File: config.mk
export PLATFORM = sky130hd
export DESIGN_NAME = pulse_delay_line
export DESIGN_NICKNAME = d
export VERILOG_FILES = /design/src/rtl/pdl_pkg.sv /design/src/rtl/pdl_tap_chain.sv /design/src/rtl/pdl_tap_mux.sv /design/src/rtl/pdl_out_stage.sv /design/src/rtl/pdl_width_monitor.sv /design/src/rtl/pulse_delay_line.sv
export SDC_FILE = /design/constraint.sdc
export NUM_CORES = 1
export LEC_CHECK = 0
export ABC_AREA = 1
export BUFFER_PORTS_ARGS = -buffer_cell sky130_fd_sc_hd__buf_2
export CAP_MARGIN = 0
export CORE_MARGIN = 1.5
export CORE_UTILIZATION = 46
export DETAILED_ROUTE_END_ITERATION = 8
export PLACE_DENSITY_LB_ADDON = 0.2
export SYNTH_ARGS = -nofsm -noshare
export SYNTH_HDL_FRONTEND = slang
export SYNTH_SLANG_ARGS = --single-unit
export TNS_END_PERCENT = 30
File: constraint.sdc
create_clock -name clk -period 3.99 [get_ports clk]
set_input_delay 0.5985 -clock clk [delete_from_list [all_inputs] [get_ports clk]]
set_output_delay 0.5985 -clock clk [all_outputs]
set_load 0.02 [all_outputs]
File: src/rtl/pdl_pkg.sv
package pdl_pkg;

    // Pulse-width monitor states
    typedef enum logic [1:0] {
        PW_SETTLE = 2'd0,
        PW_TRACK  = 2'd1,
        PW_FAULT  = 2'd2
    } pw_state_t;

    // Smallest whole number of cycles not below pct percent of total
    function automatic int unsigned ceil_pct(input int unsigned total,
                                             input int unsigned pct);
        return (total * pct + 99) / 100;
    endfunction

endpackage

File: src/rtl/pdl_tap_chain.sv
module pdl_tap_chain #(
    parameter int DEPTH = 128
) (
    input  logic             clk,
    input  logic             rst,
    input  logic             din,
    output logic [DEPTH-1:0] stages
);

    // stages[i] holds din from i+1 cycles ago
    always_ff @(posedge clk) begin
        if (rst) begin
            stages <= '0;
        end else begin
            stages <= {stages[DEPTH-2:0], din};
        end
    end

endmodule

File: src/rtl/pdl_tap_mux.sv
module pdl_tap_mux #(
    parameter int ADDR_W   = 7,
    parameter int BASE_CYC = 1,
    parameter int STEP_CYC = 1,
    parameter int DEPTH    = BASE_CYC + STEP_CYC * ((1 << ADDR_W) - 1)
) (
    input  logic [DEPTH-1:0]  stages,
    input  logic [ADDR_W-1:0] sel,
    output logic              tap
);

    localparam int N_TAPS = 1 << ADDR_W;

    logic [N_TAPS-1:0] taps;

    // A delay of BASE_CYC + STEP_CYC*a cycles sits at stage index one lower
    for (genvar a = 0; a < N_TAPS; a++) begin : g_tap
        assign taps[a] = stages[BASE_CYC + STEP_CYC * a - 1];
    end

    assign tap = taps[sel];

endmodule

File: src/rtl/pdl_out_stage.sv
module pdl_out_stage (
    input  logic tap,
    input  logic en_n,
    output logic dout,
    output logic dout_n
);

    always_comb begin
        if (en_n) begin
            dout   = 1'b0;
            dout_n = 1'b1;
        end else begin
            dout   = tap;
            dout_n = ~tap;
        end
    end

endmodule

File: src/rtl/pdl_width_monitor.sv
module pdl_width_monitor
    import pdl_pkg::*;
#(
    parameter int DLY_W = 8,
    parameter int PCT   = 8,
    parameter int CNT_W = 5
) (
    input  logic             clk,
    input  logic             rst,
    input  logic             din,
    input  logic [DLY_W-1:0] total_cyc,
    output logic             pw_err
);

    pw_state_t        state, state_nx;
    logic             din_q;
    logic [CNT_W-1:0] run_len, run_nx;
    logic [CNT_W-1:0] min_len;
    logic             changed;

    assign changed = din ^ din_q;

    always_comb begin
        min_len = CNT_W'(ceil_pct(32'(total_cyc), PCT));
    end

    // Next state and next run length
    always_comb begin
        state_nx = state;
        run_nx   = run_len;
        unique case (state)
            PW_SETTLE: begin
                if (changed) begin
                    state_nx = PW_TRACK;
                    run_nx   = CNT_W'(1);
                end
            end
            PW_TRACK: begin
                if (changed) begin
                    if (run_len < min_len) begin
                        state_nx = PW_FAULT;
                    end
                    run_nx = CNT_W'(1);
                end else if (run_len != '1) begin
                    run_nx = run_len + CNT_W'(1);
                end
            end
            PW_FAULT: begin
                state_nx = PW_FAULT;
            end
            default: begin
                state_nx = PW_SETTLE;
            end
        endcase
    end

    // State register
    always_ff @(posedge clk) begin
        if (rst) begin
            state   <= PW_SETTLE;
            din_q   <= 1'b0;
            run_len <= '0;
        end else begin
            state   <= state_nx;
            din_q   <= din;
            run_len <= run_nx;
        end
    end

    // Outputs
    always_comb begin
        pw_err = (state == PW_FAULT);
    end

endmodule

File: src/rtl/pulse_delay_line.sv
module pulse_delay_line
    import pdl_pkg::*;
#(
    parameter int ADDR_W    = 7,
    parameter int BASE_CYC  = 1,
    parameter int STEP_CYC  = 1,
    parameter int MINPW_PCT = 8
) (
    input  logic              clk,
    input  logic              rst,
    input  logic              din,
    input  logic [ADDR_W-1:0] sel,
    input  logic              en_n,
    output logic              dout,
    output logic              dout_n,
    output logic              pw_err
);

    localparam int N_ADDR = 1 << ADDR_W;
    localparam int DEPTH  = BASE_CYC + STEP_CYC * (N_ADDR - 1);
    localparam int DLY_W  = $clog2(DEPTH + 1);
    localparam int MAX_PW = int'(ceil_pct(DEPTH, MINPW_PCT));
    localparam int CNT_W  = $clog2(MAX_PW + 1) + 1;

    logic [DEPTH-1:0] stages;
    logic             tap;
    logic [DLY_W-1:0] total_cyc;

    always_comb begin
        total_cyc = DLY_W'(BASE_CYC + STEP_CYC * int'(sel));
    end

    pdl_tap_chain #(
        .DEPTH (DEPTH)
    ) u_chain (
        .clk    (clk),
        .rst    (rst),
        .din    (din),
        .stages (stages)
    );

    pdl_tap_mux #(
        .ADDR_W   (ADDR_W),
        .BASE_CYC (BASE_CYC),
        .STEP_CYC (STEP_CYC),
        .DEPTH    (DEPTH)
    ) u_mux (
        .stages (stages),
        .sel    (sel),
        .tap    (tap)
    );

    pdl_out_stage u_out (
        .tap    (tap),
        .en_n   (en_n),
        .dout   (dout),
        .dout_n (dout_n)
    );

    pdl_width_monitor #(
        .DLY_W (DLY_W),
        .PCT   (MINPW_PCT),
        .CNT_W (CNT_W)
    ) u_mon (
        .clk       (clk),
        .rst       (rst),
        .din       (din),
        .total_cyc (total_cyc),
        .pw_err    (pw_err)
    );

endmodule

==> run summary <==
post-synthesis mux area share -> 0%
number of I/O port buffers -> 13
R2R Setup Slk -> 1.94 ns
cell mode on critical path -> nand2_4
mapped cell area -> 6250 um2
clk buf depth -> 2
Layout Skew -> 0.00501 ns
Critical Path End Type -> flip-flop
Cell Area, Placed -> 6860 um2
vias in the first global route -> 5040
Worst Setup Path Type -> input pin to flip-flop
worst vdd ir -> 0.307 mV
GRT Overall Usage -> 20.6%
clock tree from TritonCTS -> yes
Fillers -> 1262
crit path max fanout -> 4
Worst EP arrival -> 4.10 ns
post-route cell area -> 7640 um2
initial antenna violation count -> 1
Die H -> 120 um
clk_lat worst skew -> 0.41 ns
Pwr per Cell Area -> 498 nW/um2
Net Sw Frac -> 29.9%
dominant cells by area after synthesis -> dfxtp_1 (43%), inv_1 (11%), nor2_1 (8.9%)
Final Hold Fails -> 0
Initial Util -> 47.2%
first-pass GRT wire length -> 23.6 mm
Worst Path Required -> 4.30 ns
vias per cell -> 4.85
RSZ-0062 raised after global routing -> true
GPL Wtd Cong -> 0.811
ANT cells -> 0
chip width -> 120 um
Seq/Total Area, Yosys -> 43.2%
# hold bufs at CTS -> 0
reg2reg start -> u_mon.run_len[0]$_SDFFE_PP0P_
Die ar. -> 14300 um2
GR Overflow Total -> 0
Psw -> 1.14 mW
Sequential Power Share -> 36.6%
Pre-Repair DR Iteration Count -> 4
pre-CTS WS -> -0.314 ns
Ports -> 14
max-slew violations -> 0
placed wire-length estimate -> 9.09 mm
worst setup margin -> 0.202 ns
Async S/R FF share, synth -> 0%
hold_sp -> din
nets -> 966
dpl cells -> 1094
Leak -> 3.23 nW
Mapped Cells -> 892
main combinational cell family by area after synthesis -> simple AND/OR/NAND/NOR gates
Mapped Nets -> 918
Primary FF master, synth -> dfxtp_1
core area -> 13200 um2
Reg2Reg Depth -> 10
Slew HR -> 47.5%
Synth Area in XOR/XNOR -> 0.280%
cell taking the most area after synthesis -> dfxtp_1
Achievable Freq -> 264 MHz
largest net degree at the start of global routing -> 78
cell-internal power -> 2.67 mW
fin cells -> 1128
worst stage delay on the critical path -> 0.18 ns
synthesis-to-layout area growth -> 22.2%
CP startpoint -> sel[1]
count leader, synth -> inv_1
most frequent cells after synthesis -> inv_1 (179), nor2_1 (149), dfxtp_1 (135)
final setup fails -> 0
Simple-Gate Fraction of Synth Area -> 26.9%
Cell variety after synth -> 37
WL per Instance -> 12.5 um
share of layout cells above drive strength 1 -> 18.3%
DRT Wirelength -> 14.1 mm
HP Class -> input pin to flip-flop
Synth warnings -> 0
Post-Synthesis Mean Instance Area -> 7.01 um2
# rows -> 42
Final period util -> 94.9%
Post-DRT Antenna Nets -> 0
crit path to -> u_mon.state[1]$_SDFFE_PP0P_
drt drc -> 0
max_cap viols -> 0
power share of the clock group -> 39.5%
adder-cell share of the synthesized area -> 3.00%
Worst Tran Pin Value -> 0.787 ns
Clock Sinks -> 135
Initial DRC Count -> 318
H-tree levels -> 4
reg2reg end -> u_mon.run_len[2]$_SDFFE_PP0P_
CP max stage cell -> o21ai_4
status -> finished clean
Clock Tree Root -> clkbuf_16
final setup TNS -> 0 ns
total CTS buffers -> 17
vias -> 5469
power share of the combinational group -> 23.9%
Synth Area in Compound Gates -> 12.7%
EDFF count, synth -> 0
Hold WS -> 0.415 ns
post-synth top area share -> 43.2%
Clock transition at path regs -> 0.06 ns
Synth Register Bits -> 135
Startpoint Class -> input pin
Final min period -> 3.79 ns
[layer usage]
layer	track usage, %	wire [um]	vias to the layer above
met4	6.40	153	2
met1	27.6	6940	2483
met3	5.47	580	18
li1	-	-	2873
met2	32.7	6450	93
met5	0	11	-
[worst min-delay path by stage]
stage          slack, ns  depth (start not counted)                              to
2_1_floorplan       0.40                          2  u_chain.stages[100]$_SDFF_PP0_
3_3_place_gp        0.40                          2  u_chain.stages[117]$_SDFF_PP0_
3_5_place_dp        0.41                          2   u_chain.stages[20]$_SDFF_PP0_
4_1_cts             0.40                          3    u_chain.stages[0]$_SDFF_PP0_
5_1_grt             0.41                          3    u_chain.stages[0]$_SDFF_PP0_
6_report            0.42                          3    u_chain.stages[0]$_SDFF_PP0_
[cell type report]
cell class | instances | area, um2 | share of cell area (%)
Sequential cell | 135 | 2700 | 35.4
Inverter | 187 | 709 | 9.28
Clock inverter | 11 | 128 | 1.67
Timing Repair Buffer | 70 | 551 | 7.20
Clock buffer | 20 | 447 | 5.85
Multi-Input combinational cell | 529 | 2880 | 37.7
Tap cell | 176 | 220 | 2.88
[cell usage in the layout (no fill, tap or decap), drive strengths merged, types with 6 or more instances in the layout]
cell type | netlist | final
buf | 7 | 70
clkbuf | 34 | 20
nand3 | 91 | 91
nand4 | 11 | 11
nand2 | 100 | 100
ha | 15 | 15
nor2 | 153 | 153
clkinvlp | 0 | 6
a21oi | 75 | 75
dfxtp | 135 | 135
o21ai | 71 | 71
inv | 186 | 185
[power groups by stage]
stage                     clock network, mW  logic [mW]  registers, mW
after CTS                              1.53       0.858           1.39
after global placement                    0       0.848           1.42
final                                  1.50       0.910           1.39
after global routing                   1.60        1.02           1.39
after detailed placement                  0       0.853           1.42
after floorplan                           0       0.615           1.41
[critical path: cells and delay by family]
kind | cells | cell delay, ns
adder cells (fa/ha/maj) | 4 | 0.66
XOR/XNOR | 1 | 0.15
buffers and inverters | 5 | 0.43
AND/OR/NAND/NOR | 20 | 1.66
AO/OA/AOI/OAI | 4 | 0.60
[stage by stage]
step / total power [mW] / util (%)
after floorplan: 2.03 / -
after global placement: 2.27 / 51.8
after detailed placement: 2.27 / 51.8
after CTS: 3.78 / 56.2
after global routing: 4.01 / 57.7
final: 3.81 / 57.7
[state kept, by name, indices dropped and copies added, names as in the netlist]
name,flops
u_chain.stages,128
u_mon.state,2
u_mon.run_len,5
[cell families after synthesis]
logic type | Yosys count
simple gates | 360
buf+inv | 228
compound gates | 152
xor+xnor | 2
flops | 135
fa+ha+maj | 15
[repair_timing]
item                       CTS  global route
resized for setup            0            49
buffers inserted             0             3
setup endpoints to repair    0             2
(Power assumes the default switching activity.)
